[config.mk]
export PLATFORM = sky130hd
export DESIGN_NAME = cal_sec_prescaler
export DESIGN_NICKNAME = d
export VERILOG_FILES = /design/src/rtl/cal_sec_pkg.sv /design/src/rtl/cal_sec_minute_track.sv /design/src/rtl/cal_sec_trim_select.sv /design/src/rtl/cal_sec_divider.sv /design/src/rtl/cal_sec_prescaler.sv
export SDC_FILE = /design/constraint.sdc
export NUM_CORES = 1
export LEC_CHECK = 0
export CELL_PAD_IN_SITES_DETAIL_PLACEMENT = 0
export CELL_PAD_IN_SITES_GLOBAL_PLACEMENT = 1
export CORE_MARGIN = 2
export CORE_UTILIZATION = 35
export DETAILED_ROUTE_END_ITERATION = 16
export PLACE_DENSITY_LB_ADDON = 0.2
export SETUP_SLACK_MARGIN = 0.2
export SYNTH_ARGS = -nofsm -noshare
export SYNTH_HDL_FRONTEND = slang
export SYNTH_SLANG_ARGS = --single-unit
[constraint.sdc]
create_clock -name clk -period 8.1 [get_ports clk]
set_input_delay 1.62 -clock clk [delete_from_list [all_inputs] [get_ports clk]]
set_output_delay 1.62 -clock clk [all_outputs]
set_load 0.03 [all_outputs]
[src/rtl/cal_sec_pkg.sv]
package cal_sec_pkg;

    localparam int MIN_W = 6;

    typedef enum logic [1:0] {
        TRIM_NONE  = 2'd0,
        TRIM_SHORT = 2'd1,
        TRIM_LONG  = 2'd2
    } trim_e;

    typedef struct packed {
        logic [MIN_W-1:0] idx;
        logic             fresh;
    } min_state_t;

    // Length of one second, counted in oscillator enables, for a trim mode.
    function automatic int unsigned sec_len(trim_e mode, int unsigned pre_w, int unsigned hi_w);
        int unsigned nom;
        nom = 32'd1 << (pre_w + hi_w);
        case (mode)
            TRIM_SHORT: return nom - (32'd1 << pre_w);
            TRIM_LONG:  return nom + (32'd1 << (pre_w - 1));
            default:    return nom;
        endcase
    endfunction

endpackage

[src/rtl/cal_sec_minute_track.sv]
module cal_sec_minute_track
    import cal_sec_pkg::*;
(
    input  logic       clk,
    input  logic       rst,
    input  logic       minute_roll,
    input  logic       restart,
    input  logic       sec_tick,
    output min_state_t st
);

    // The pending-trim flag is armed at each minute start and dropped once a
    // second has been delivered (or the phase is restarted).
    always_ff @(posedge clk) begin
        if (rst) begin
            st.idx   <= '0;
            st.fresh <= 1'b1;
        end else if (minute_roll) begin
            st.idx   <= st.idx + 1'b1;
            st.fresh <= 1'b1;
        end else if (restart || sec_tick) begin
            st.fresh <= 1'b0;
        end
    end

endmodule

[src/rtl/cal_sec_trim_select.sv]
module cal_sec_trim_select
    import cal_sec_pkg::*;
#(
    parameter int MAG_W = 5
) (
    input  min_state_t       st,
    input  logic [MAG_W-1:0] cal_mag,
    input  logic             cal_pos,
    output trim_e            mode
);

    logic [MAG_W:0] span;
    logic           in_window;

    assign span      = {cal_mag, 1'b0};
    assign in_window = (int'(st.idx) < int'(span));

    always_comb begin
        mode = TRIM_NONE;
        if (st.fresh && in_window) begin
            mode = cal_pos ? TRIM_SHORT : TRIM_LONG;
        end
    end

endmodule

[src/rtl/cal_sec_divider.sv]
module cal_sec_divider
    import cal_sec_pkg::*;
#(
    parameter int PRE_W = 8,
    parameter int HI_W  = 7
) (
    input  logic  clk,
    input  logic  rst,
    input  logic  osc_en,
    input  logic  stop,
    input  logic  restart,
    input  trim_e mode,
    output logic  sec_tick
);

    localparam int CW = PRE_W + HI_W + 1;

    logic [CW-1:0] cnt;
    logic [CW-1:0] last;

    always_comb begin
        last = CW'(sec_len(mode, PRE_W, HI_W) - 1);
    end

    always_ff @(posedge clk) begin
        if (rst || restart) begin
            cnt      <= '0;
            sec_tick <= 1'b0;
        end else if (osc_en && !stop) begin
            if (cnt >= last) begin
                cnt      <= '0;
                sec_tick <= 1'b1;
            end else begin
                cnt      <= cnt + 1'b1;
                sec_tick <= 1'b0;
            end
        end else begin
            sec_tick <= 1'b0;
        end
    end

endmodule

[src/rtl/cal_sec_prescaler.sv]
module cal_sec_prescaler
    import cal_sec_pkg::*;
#(
    parameter int PRE_W = 8,
    parameter int HI_W  = 7,
    parameter int MAG_W = 5
) (
    input  logic             clk,
    input  logic             rst,
    input  logic             osc_en,
    input  logic             stop,
    input  logic             restart,
    input  logic [MAG_W-1:0] cal_mag,
    input  logic             cal_pos,
    input  logic             minute_roll,
    output logic             sec_tick
);

    min_state_t       st;
    trim_e            mode;
    logic [MIN_W-1:0] min_idx;

    assign min_idx = st.idx;

    cal_sec_minute_track u_track (
        .clk         (clk),
        .rst         (rst),
        .minute_roll (minute_roll),
        .restart     (restart),
        .sec_tick    (sec_tick),
        .st          (st)
    );

    cal_sec_trim_select #(.MAG_W(MAG_W)) u_sel (
        .st      (st),
        .cal_mag (cal_mag),
        .cal_pos (cal_pos),
        .mode    (mode)
    );

    cal_sec_divider #(.PRE_W(PRE_W), .HI_W(HI_W)) u_div (
        .clk      (clk),
        .rst      (rst),
        .osc_en   (osc_en),
        .stop     (stop),
        .restart  (restart),
        .mode     (mode),
        .sec_tick (sec_tick)
    );

endmodule

# Word level (Yosys, flattened, before mapping)
# Cells that the tools add are included.
# classes
n_eq_ne	2
n_mux	5
bitwise_logic	1
add_sub_neg	3
reduce_logical	7
n_lt_le_gt_ge	2
# op_table
cell	n
16-bit case mux with 2 select lines	1
16-bit by 1-bit adder with 16-bit output (second input constant)	1
16-bit greater-or-equal comparator	1
16-bit two-way mux	1
16-bit by 1-bit subtractor with 16-bit output (second input constant)	1
6-bit by 1-bit adder with 6-bit output (second input constant)	1
6-bit < comparator	1
2-bit two-way mux	2
2-bit OR reduction	2
2-bit by 1-bit equality test with 1-bit output (second input constant)	1
2-bit equality test (second input constant)	1
1-bit logical AND	2
1-bit logical OR	2
1-bit logical NOT	1
1-bit two-way mux	1
1-bit inverter	1
# word_totals
output_inout_bits	1
word_cells	24
regBits	24

# Depth between registers and ports, before layout
# Gate-level depths: netlist of the first run.
# depth
ltp_word	8
ltp_mapped	13

# Cells and area by module
# From an unflattened synthesis of the first run, not the netlist that was laid out.
# hier_totals
cells_unflattened	173
area_unflattened_um2	1540.2
# modules_own_cells
mod	cells_each	seq_area_each_um2	area_each_um2	n_inst
cal_sec_divider	128	340.3	1127.3	1
cal_sec_minute_track	28	140.1	291.5	1
cal_sec_trim_select	17	0.0	121.4	1

# Worst setup path after synthesis of the first run
# Ideal clock, no wire load.
# synth_path
path_kind	input port to flip-flop
from	input port cal_mag[1]
to	register u_div.cnt[14]
setup_ns	0.064
path_stages	13
required_time_ns	8.036
n_path_buf	1
slack_ns	3.745
arrival_time_ns	4.291
cell_sequence	inv_1 -> ha_1 -> a21o_1 -> a21o_1 -> a21o_1 -> a211oi_1 -> ha_1 -> nand4_1 -> o221ai_1 -> a211oi_4 -> o21ai_2 -> buf_6 -> nor2_1
# synth_between
elab_chain_cells	8
word_cells_on_any_way	9
classes_between	1 x add/sub; 2 x order compare; 2 x eq/ne; 3 x mux; 1 x reduce/logical
# synth_rtl
element	line_no	rtl
from (decl)	cal_sec_prescaler.sv:13	input logic [MAG_W-1:0] cal_mag,
6-bit < comparator *	cal_sec_trim_select.sv:16	assign in_window = (int'(st.idx) < int'(span));
1-bit logical AND *	cal_sec_trim_select.sv:20	if (st.fresh && in_window) begin
2-bit two-way mux *	cal_sec_trim_select.sv:20	
2-bit equality test / 2-bit by 1-bit equality test with 1-bit output (equally long branches)	cal_sec_pkg.sv:20	case (mode)
16-bit case mux with 2 select lines *	cal_sec_pkg.sv:20	
16-bit by 1-bit subtractor with 16-bit output *	cal_sec_divider.sv:22	last = CW'(sec_len(mode, PRE_W, HI_W) - 1);
16-bit greater-or-equal comparator *	cal_sec_divider.sv:30	if (cnt >= last) begin
16-bit two-way mux *	cal_sec_divider.sv:30	
to (signal assigned)	cal_sec_divider.sv:34	cnt <= cnt + 1'b1;
to (decl)	cal_sec_divider.sv:18	logic [CW-1:0] cnt;
# Every way passes the cells marked *; elsewhere a longest branch is shown, timed or not.
# A chain may end at the register's enable or synchronous reset.

# Worst setup path after layout of the first run
# layout_path
from	input port cal_mag[1]
to	register u_div.cnt[10]
# The elaborated chain is that of the path after synthesis.

==> key figures, run 1 <==
Status
  • Outcome: finished, final reports clean

Die
  • Die area: 0.00442 mm2
  • Ports: 13
  • Starting density of the core: a little under two fifths
  • Core ar.: 0.00372 mm2
  • Die height: between 60 and 70 um
  • Die Wd: between 60 and 70 um
  • FP Rows: 22

Critical path
  • CP Max Fanout: 12
  • Critical path cell sequence: clkdlybuf4s50_1 > inv_1 > ha_1 > a21o_1 > a21o_1 > a21o_1 > a211oi_1 > ha_1 > nand4_1 > o221ai_1 > a211oi_4 > o21ai_2 > a21oi_1
  • Critical path class: primary input to flip-flop
  • Worst R2R Path Depth: 11
  • Levels on crit path: 13
  • CP peak stage delay: 0.68 ns
  • CP endpoint kind: flip-flop
  • Worst path bufs/invs: 2
  • Critical Path Most Common Cell: a21o_1
  • Critical Path AT: 5.11 ns
  • CP top delay family: compound AO/OA/AOI/OAI gates
  • CP max stage cell: a211oi_1
  • Flop2flop setup slack: 4.65 ns
  • CP startpoint kind: primary input
  • WP data required: 8.31 ns

Routing
  • DRT antenna net count: 0
  • DR DRC count: 0
  • Vias: approximately 1,100
  • Wirelength per Cell: approximately 13 um
  • WL final: 2.76 mm
  • DR iter-0 viols: 25
  • Pre-antenna DRT Iters: 4
  • Vias per inst: a little over 5

Clock tree
  • Later-pin clock latency in the skew report: 0.27 ns
  • CTS sink cnt: 24
  • Clk root buf: clkbuf_8
  • CTS buffer count: 3
  • CTS Hold Bufs: 0
  • Setup Buffers After CTS: 0
  • Reg clk slew, reported paths: around 0.090 ns
  • # H-tree levels: 1
  • Post_cts resized: 0
  • Clk buf depth: 2
  • CTS tree: yes

Layout
  • Design Area, Final: 0.00160 mm2
  • Antenna Cells: 0
  • Layout Nets: a little under 200
  • Share of layout cells above drive strength 1: 4.17%
  • Non-filler cells, final: 216
  • Post-layout util: a little over two fifths
  • P&R area growth vs syn: 17.0%

Global route
  • Largest net degree at the start of global routing: 15
  • First-pass GRT wire length: a little over 5 mm
  • Busiest grt layer: met2
  • GRT Residual Overflow: 0
  • Gr usage total: 15.2%
  • Initial antenna violation count: 0
  • Met1 Resource Use GR: 18.5%
  • Met3 GRT Util: 3.21%
  • Global routing usage on met2: 25.6%
  • Vias in the first global route: ~1,100

Timing
  • Period utilization: 60.5%
  • Final TNS setup: 0 ns
  • Max Clock Freq: 204 MHz
  • Final Setup Violations: 0
  • Max transition margin: 48.7%
  • Clock period minus final worst setup slack: ~4.9 ns
  • RSZ-0062 raised after global routing: false
  • Clock skew: 0.00385 ns
  • Worst hold slack: 0.500 ns
  • Least-Margin Pin Slew: 0.765 ns
  • Final hold vios: 0
  • Max Slew Vio Count: 0
  • Worst setup margin: approximately 3.2 ns

Yosys
  • Most area-consuming cells after synthesis: dfxtp_1 35%, ha_1 14%, xor2_1 5.8%, nor2_1 5.5%, xnor2_1 3.8%
  • Synth cell count leaders: 24 x dfxtp_1, 20 x nor2_1, 15 x ha_1
  • Mux contribution to synthesized area: roughly 2.2%
  • Synthesized area: 0.00137 mm2
  • Register area share after synthesis: 35.2%
  • Synth Area in Compound Gates: 12.8%
  • Area share of and/or/nand/nor cells after synthesis: a little under a quarter
  • Yosys warns: 0
  • Adder-cell share of the synthesized area: between 10% and 20%
  • Yosys top cell area share: around a third
  • Syn_area_per_cell: 8.81 um2
  • Primary FF master, synth: dfxtp_1
  • Most frequent cell after synthesis: dfxtp_1
  • Leading area contributor after synthesis: dfxtp_1
  • Post-synth EDFFs: 0
  • Async S/R FF share, synth: 0%
  • Largest family of logic cells by synthesized area: simple AND/OR/NAND/NOR gates
  • #FFs+latches synth: 24
  • Cells after Synth: 155
  • Xor and xnor area share after synthesis: 9.62%
  • Yosys cell types: 33
  • Synthesized Nets: 182

Power
  • Combinational share of power: 8.7%
  • Cell Int Power: 0.196 mW
  • Switching Fraction: 21.0%
  • Total chip power: 0.249 mW
  • Leakage power: 0.642 nW
  • Peak supply drop: 0.0626 mV
  • Clock power frac: between 40% and 50%
  • Switch Pwr: around 0.052 mW
  • Total power divided by cell area: 156 mW/mm2
  • Flop pwr share: 48.6%

Placed design
  • Placed inst area: ~0.0015 mm2
  • Post-DP HPWL: 2.16 mm
  • Port Buf Inserts: 12
  • GP Congestion: about 0.77
  • Setup WS pre-CTS: around 2.9 ns
  • Dpl cells: around 210

Worst hold path
  • Hold path depth: 2
  • Worst hold-check path type: flip-flop to flip-flop

Flow run
  • Max_cap viols: 0
cells in the final DEF (no fill, tap or decap), drive strengths merged, types with 2 or more instances in the layout:
cell	netlist	final
xor2	9	9
a21o	3	3
nand3	8	8
mux2i	3	3
a211o	2	2
clkbuf	2	3
nor4	2	2
nor2	20	20
inv	7	7
a21oi	7	7
nand2b	3	3
o21ai	4	4
xnor2	6	6
nand4	6	6
clkdlybuf4s50	0	12
dfxtp	24	24
a211oi	3	3
a31oi	2	2
nor3	5	5
ha	15	15
and2	3	3
nand2	11	11
logic make-up (layout without fill, tap and decap cells):
logic type	after synthesis	in the layout
xor gates and xnor gates	15	15
AOI/OAI and AO/OA	24	24
and+or+nand+nor	64	64
adders and majority gates	15	15
buffers and inverters	10	23
muxes	3	3
DFF	24	24
worst min-delay path: cells and delay by family, from the launching register on:
| family | cells | cell delay (ns) |
|---|---|---|
| AOI/OAI and AO/OA | 1 | 0.06 |
| DFF | 1 | 0.34 |
| and+or+nand+nor | 1 | 0.06 |
state kept, by name, summed over array words and instances, names as in the netlist:
register,flops
u_div.sec_tick,1
u_div.cnt,16
u_track.st,7
path summary, 6_finish.rpt:
check / to / from
worst max-delay path: u_div.cnt[10] / cal_mag[1]
worst min-delay path: u_div.cnt[0] / u_div.cnt[0]
worst min register to register: u_div.cnt[0] / u_div.cnt[0]
worst max register to register: u_div.cnt[10] / u_track.st[3]
final cells by class:
cell class	instances	area [um2]
fillers	372	2120
flip-flops and latches	24	480
well taps	48	60.1
inverters	7	26.3
clock buffers	3	41.3
clock inverters	1	30.0
repair buffers	12	120
multi-input cells	121	841
power by group through the flow:
stage	sequential [mW]	clock, mW	combinational (mW)
after floorplan	0.123	0	0.0134
after global placement	0.124	0	0.0209
after detailed placement	0.124	0	0.0216
after CTS	0.121	0.110	0.0217
after global routing	0.121	0.115	0.0249
final	0.121	0.106	0.0216
metal layers:
metal  part of all wire (%)  up-vias
met3                    3.0        5
li1                       -      574
met2                     49       19
met5                      0        -
met1                     46      505
met4                    2.4        0
No activity file was read; power rests on OpenSTA's default activity.
==> run 2, diff against run 1 <==
Clock period 8.1 ns to 4.2 ns, I/O delays scaled along.
==> key figures, run 2 (same netlist as run 1, synthesis figures left out) <==
Status
  • Outcome: finished, final reports clean

Clock tree
  • Clk root buf: clkbuf_8
  • Later-pin clock latency in the skew report: 0.26 ns (about the same)
  • Setup Buffers After CTS: 0 (unchanged)
  • Reg clk slew, reported paths: 0.08 ns (about the same)
  • CTS tree: yes
  • # H-tree levels: 1 (unchanged)
  • Post_cts resized: 0 (unchanged)
  • CTS sink cnt: 24 (unchanged)
  • CTS Hold Bufs: 0 (unchanged)
  • CTS buffer count: 3 (unchanged)
  • Clk buf depth: 2 (unchanged)

Critical path
  • CP peak stage delay: 0.46 ns (-0.22 ns)
  • CP max stage cell: clkdlybuf4s50_1
  • CP Max Fanout: 7 (-5)
  • Critical Path AT: 3.87 ns (-1.24 ns)
  • Reg-to-Reg End: u_div.cnt[6]
  • Critical path cell sequence: clkdlybuf4s50_1 > inv_1 > ha_1 > a21o_1 > a21o_1 > a21o_1 > a211oi_1 > buf_4 > ha_1 > nand4_1 > o221ai_1 > a211oi_4 > buf_4 > a31oi_1 > mux2i_1
  • CP top delay family: compound AO/OA/AOI/OAI gates
  • Critical Path Most Common Cell: a21o_1
  • Worst R2R Path Depth: 13 (+2)
  • CP endpoint kind: flip-flop
  • Flop2flop setup slack: 1.24 ns (-3.41 ns)
  • WP data required: 4.39 ns (-3.92 ns)
  • Worst path bufs/invs: 4 (+2)
  • CP startpoint kind: primary input
  • R2r startpoint: u_track.st[3]
  • Critical path class: primary input to flip-flop

Worst hold path
  • Worst hold-check path type: flip-flop to flip-flop
  • Hold path depth: 2 (unchanged)
  • Hold Path Origin: u_div.cnt[0]
  • Hold Path End: u_div.cnt[0]

Layout
  • Largest regs: u_div.cnt: 16 flops, u_track.st: 7 flops, u_div.sec_tick: 1 flops
  • Non-filler cells, final: 218 (+0.93%)
  • Commonest non-fill, non-tap cell in the layout: dfxtp_1
  • Most frequent cells in the layout: 24 x dfxtp_1, 20 x nor2_1, 15 x ha_1
  • Layout Nets: 199 (+1.5%)
  • Antenna Cells: 0 (unchanged)
  • P&R area growth vs syn: 16.5%
  • Max FFs per register: 16 (unchanged)
  • Share of layout cells above drive strength 1: 5.29% (+1.1 points)
  • # fillers: 377 (+1.3%)
  • Biggest register: u_div.cnt

Die
  • Die Wd: 66.5 um (unchanged)
  • Die height: 66.5 um (unchanged)
  • FP Rows: 22 (unchanged)
  • Core ar.: 0.00372 mm2 (unchanged)
  • Ports: 13 (unchanged)
  • Starting density of the core: 36.8% (unchanged)
  • Die area: 0.00442 mm2 (unchanged)

Global route
  • Vias in the first global route: 1,071 (-6.7%)
  • Largest net degree at the start of global routing: 13 (-2)
  • First-pass GRT wire length: 4.79 mm (-6.3%)
  • GRT Residual Overflow: 0 (unchanged)
  • Gr usage total: 14.2% (-1.0 points)
  • Initial antenna violation count: 0 (unchanged)

Timing
  • Period utilization: 87.4%
  • Max Slew Vio Count: 0 (unchanged)
  • Max Clock Freq: approximately 270 MHz
  • Final Setup Violations: 0 (unchanged)
  • RSZ-0062 raised after global routing: false
  • Least-Margin Pin Slew: 0.453 ns (-0.312 ns)
  • Worst hold slack: 0.488 ns (-0.0120 ns)
  • Clock period minus final worst setup slack: 3.67 ns
  • Final hold vios: 0 (unchanged)
  • Clock skew: 0.00402 ns (+0.000172 ns)
  • Max transition margin: 69.6% (+21 points)
  • Final TNS setup: 0 ns (unchanged)

Power
  • Peak supply drop: 0.112 mV (+78%)
  • Total chip power: 0.411 mW (+65%)
  • Leakage power: 0.641 nW (about the same)
  • Total power divided by cell area: 258 mW/mm2 (+66%)

Routing
  • WL final: 2.72 mm (-1.4%)
  • DR DRC count: 0 (unchanged)
  • DRT antenna net count: 0 (unchanged)
  • Wirelength per Cell: 12.5 um (-2.3%)
  • DR iter-0 viols: 25 (unchanged)
  • Vias: 1,104 (+0.091%)
  • Pre-antenna DRT Iters: 4 (unchanged)
  • Vias per inst: 5.06 (-0.83%)

Placed design
  • Dpl cells: 215 (+1.4%)
  • Post-DP HPWL: 2.15 mm (-0.28%)
  • Port Buf Inserts: 12 (unchanged)
  • GP Congestion: 0.735 (-4.3%)

Flow run
  • Max_cap viols: 0 (unchanged)
-- run 2: cell types whose count changed in the layout (fill, tap and decap cells not counted) --
cell,before,now
buf_4,0,3
bufinv_16,1,0
-- run 2: layer usage --
metal	vias up	GRT usage [%]	wire (um)
met5	-	0	0
met4	0	4.59	33
met3	4	2.53	58
met2	11	24.6	1300
met1	508	17.8	1330
li1	581	-	-
-- run 2: how the worst max path moves through the flow --
stage                           from  cells past startpoint        endpoint
after global routing      cal_mag[1]                     15    u_div.cnt[2]
final                     cal_mag[1]                     15    u_div.cnt[6]
after detailed placement  cal_mag[1]                     15    u_div.cnt[6]
after global placement    cal_mag[1]                     14  u_div.sec_tick
after floorplan           cal_mag[1]                     13   u_div.cnt[14]
after CTS                 cal_mag[1]                     15    u_div.cnt[6]
-- run 2: final cells by class --
class | instances | area (um2) | share of cell area [%]
clock buffer | 3 | 41.3 | 2.59
inverter | 7 | 26.3 | 1.65
multi-input combinational | 121 | 841 | 52.8
sequential | 24 | 480 | 30.2
tap | 48 | 60.1 | 3.77
timing repair buffer | 15 | 143 | 8.96
-- run 2: worst register-to-register path, cell delays in order, from the launching register on --
cell	delay [ns]
dfxtp_1	0.40
ha_1	0.25
a21o_1	0.16
a21o_1	0.17
a21o_1	0.21
a211oi_1	0.25
buf_4	0.19
ha_1	0.24
nand4_1	0.15
o221ai_1	0.19
a211oi_4	0.28
buf_4	0.19
a31oi_1	0.08
mux2i_1	0.15
-- run 2: power by group --
group	internal [mW]	switching (mW)	total, mW
Sequential	0.230	0.00277	0.233
Combinational	0.0223	0.0211	0.0435
Clock	0.0641	0.0707	0.135
Total	0.317	0.0947	0.411
-- run 2: per-stage QoR --
| step | utilization [%] | cell area [um2] | setup slack [ns] |
|---|---|---|---|
| after CTS | 42.8 | 1590 | 0.504 |
| after floorplan | - | 1370 | 0.625 |
| after global placement | 41.7 | 1550 | 0.291 |
| after global routing | 42.8 | 1590 | 0.235 |
| after detailed placement | 41.7 | 1550 | 0.241 |
| final | 42.8 | 1590 | 0.528 |
==> run 3, diff against run 2 <==
Settings changed: CORE_UTILIZATION 35 to 38.
==> key figures, run 3 (same netlist as run 1, synthesis figures left out) <==
Timing
  • Final TNS setup: 0 ns (unchanged)
  • Final Setup Violations: 0 (unchanged)
  • RSZ-0062 raised after global routing: false
  • Max transition margin: 65.4% (-4.2 points)
  • Period utilization: 89.4% (+2.0 points)
  • Least-Margin Pin Slew: 0.519 ns (+0.0663 ns)
  • Max Slew Vio Count: 0 (unchanged)
  • Clock period minus final worst setup slack: 3.76 ns (+0.0844 ns)
  • Final hold vios: 0 (unchanged)
  • Max Clock Freq: 266 MHz (-2.2%)
  • Clock skew: 0.00102 ns (-0.00299 ns)
  • Worst setup margin: 0.443 ns (-0.0844 ns)

Global route
  • Initial antenna violation count: 0 (unchanged)
  • Gr usage total: 13.9% (-0.31 points)
  • Largest net degree at the start of global routing: 13 (unchanged)
  • GRT Residual Overflow: 0 (unchanged)
  • First-pass GRT wire length: 4.50 mm (-6.1%)
  • Vias in the first global route: 1,044 (-2.5%)

Layout
  • Layout Nets: 197 (-1.0%)
  • Commonest non-fill, non-tap cell in the layout: dfxtp_1
  • Max FFs per register: 16 (unchanged)
  • Design Area, Final: 0.00156 mm2 (-2.3%)
  • Antenna Cells: 0 (unchanged)
  • Share of layout cells above drive strength 1: 4.17% (-1.1 points)
  • Most frequent cells in the layout: 24 x dfxtp_1, 20 x nor2_1, 15 x ha_1
  • Largest regs: u_div.cnt: 16 flops, u_track.st: 7 flops, u_div.sec_tick: 1 flops
  • P&R area growth vs syn: 13.8%
  • Multi-input gate area: 841 um2 (unchanged)
  • Register Area: 480 um2 (unchanged)
  • # fillers: 330 (-12%)
  • Non-filler cells, final: 214 (-1.8%)
  • Biggest register: u_div.cnt

Critical path
  • CP Max Fanout: 12 (+5)
  • Flop2flop setup slack: 1.08 ns (-0.16 ns)
  • Critical Path AT: 3.95 ns (+0.08 ns)
  • CP endpoint kind: flip-flop
  • WP data required: 4.40 ns (about the same)
  • Worst R2R Path Depth: 11 (-2)
  • CP startpoint kind: primary input
  • Critical path class: primary input to flip-flop

Placed design
  • GP Congestion: 0.764 (+3.9%)
  • Setup WS pre-CTS: 0.0576 ns (-0.183 ns)
  • Dpl cells: 211 (-1.9%)
  • Placed inst area: 0.00153 mm2 (-1.1%)
  • Post-DP HPWL: 2.02 mm (-6.1%)
  • Port Buf Inserts: 12 (unchanged)

Power
  • Switching Fraction: 23.9% (+0.87 points)
  • Peak supply drop: 0.123 mV (+11%)
  • Total power divided by cell area: 242 mW/mm2 (-6.6%)
  • Clock power frac: 26.7% (-6.1 points)
  • Cell Int Power: 0.286 mW (-9.7%)
  • Flop pwr share: 62.1% (+5.4 points)
  • Leakage power: 0.625 nW (-2.6%)
  • Combinational share of power: 11.2% (+0.6 points)
  • Switch Pwr: 0.0897 mW (-5.2%)

Routing
  • DR iter-0 viols: 39 (+56%)
  • Vias per inst: 5.04 (-0.44%)
  • Vias: 1,079 (-2.3%)
  • DRT antenna net count: 0 (unchanged)
  • Pre-antenna DRT Iters: 4 (unchanged)
  • Wirelength per Cell: 12.1 um (-2.9%)
  • DR DRC count: 0 (unchanged)
  • WL final: 2.60 mm (-4.7%)

Die
  • Starting density of the core: 40.3% (+3.5 points)
  • Die height: 64.0 um (-3.8%)
  • Die Wd: 64.0 um (-3.8%)
  • FP Rows: 21 (-4.5%)
  • Ports: 13 (unchanged)
  • Die area: 0.00409 mm2 (-7.4%)
  • Core ar.: 0.00339 mm2 (-8.8%)

Clock tree
  • Setup Buffers After CTS: 0 (unchanged)
  • CTS tree: yes
  • Reg clk slew, reported paths: 0.12 ns (+0.04 ns)
  • CTS sink cnt: 24 (unchanged)
  • Clk buf depth: 2 (unchanged)
  • Clk root buf: clkbuf_4
  • Later-pin clock latency in the skew report: 0.31 ns (+0.05 ns)
  • Post_cts resized: 0 (unchanged)
  • # H-tree levels: 1 (unchanged)
  • CTS buffer count: 3 (unchanged)
  • CTS Hold Bufs: 0 (unchanged)

Worst hold path
  • Worst hold-check path type: flip-flop to flip-flop
  • Hold path depth: 1 (-1)

Status
  • Outcome: finished, final reports clean

Flow run
  • Max_cap viols: 0 (unchanged)
[run 3: cell types whose count changed in the layout (fill, tap and decap cells not counted)]
cell / before / now
buf_4: 3 / 1
clkbuf_4: 0 / 3
clkbuf_8: 3 / 0
[run 3: final timing paths]
check                  endpoint          start
hold / removal    u_track.st[0]  u_track.st[0]
hold reg to reg   u_track.st[0]  u_track.st[0]
setup / recovery  u_div.cnt[13]     cal_mag[1]
setup reg to reg  u_div.cnt[13]  u_track.st[3]
[run 3: through the flow]
stage,power [mW],utilization [%],hold WS [ns]
2_1_floorplan,0.264,-,0.437
3_5_place_dp,0.281,45.2,0.471
4_1_cts,0.380,45.9,0.507
5_1_grt,0.392,45.9,0.536
3_3_place_gp,0.280,45.2,0.475
6_report,0.376,45.9,0.503
[run 3: worst max-delay path, cell delays in order]
cell and delay [ns]:
clkdlybuf4s50_1 0.46, inv_1 0.04, ha_1 0.28, a21o_1 0.15
a21o_1 0.17, a21o_1 0.21, a211o_1 0.30, ha_1 0.30
nand4_1 0.14, nor3_1 0.36, a211oi_4 0.15, o21ai_2 0.45
nor2_1 0.11
[run 3: power by group through the flow]
| stage | clock network [mW] | logic (mW) | registers (mW) |
|---|---|---|---|
| after floorplan | 0 | 0.0259 | 0.238 |
| after global placement | 0 | 0.0413 | 0.238 |
| after detailed placement | 0 | 0.0422 | 0.238 |
| after CTS | 0.104 | 0.0425 | 0.233 |
| after global routing | 0.110 | 0.0475 | 0.234 |
| final | 0.100 | 0.0420 | 0.233 |
[run 3: cell type report]
| cell class | instances | share of cell area, % |
|---|---|---|
| multi-input combinational | 121 | 54.1 |
| sequential | 24 | 30.9 |
| timing repair buffer | 13 | 8.21 |
| tap | 46 | 3.70 |
| inverter | 7 | 1.69 |
| clock buffer | 3 | 1.45 |
[run 3: routing by layer]
metal	vias up	track usage [%]	wire length, um
li1	576	-	-
met1	489	19.0	1360
met2	9	21.2	1120
met3	5	2.99	71
met4	0	5.71	47
met5	-	0	0
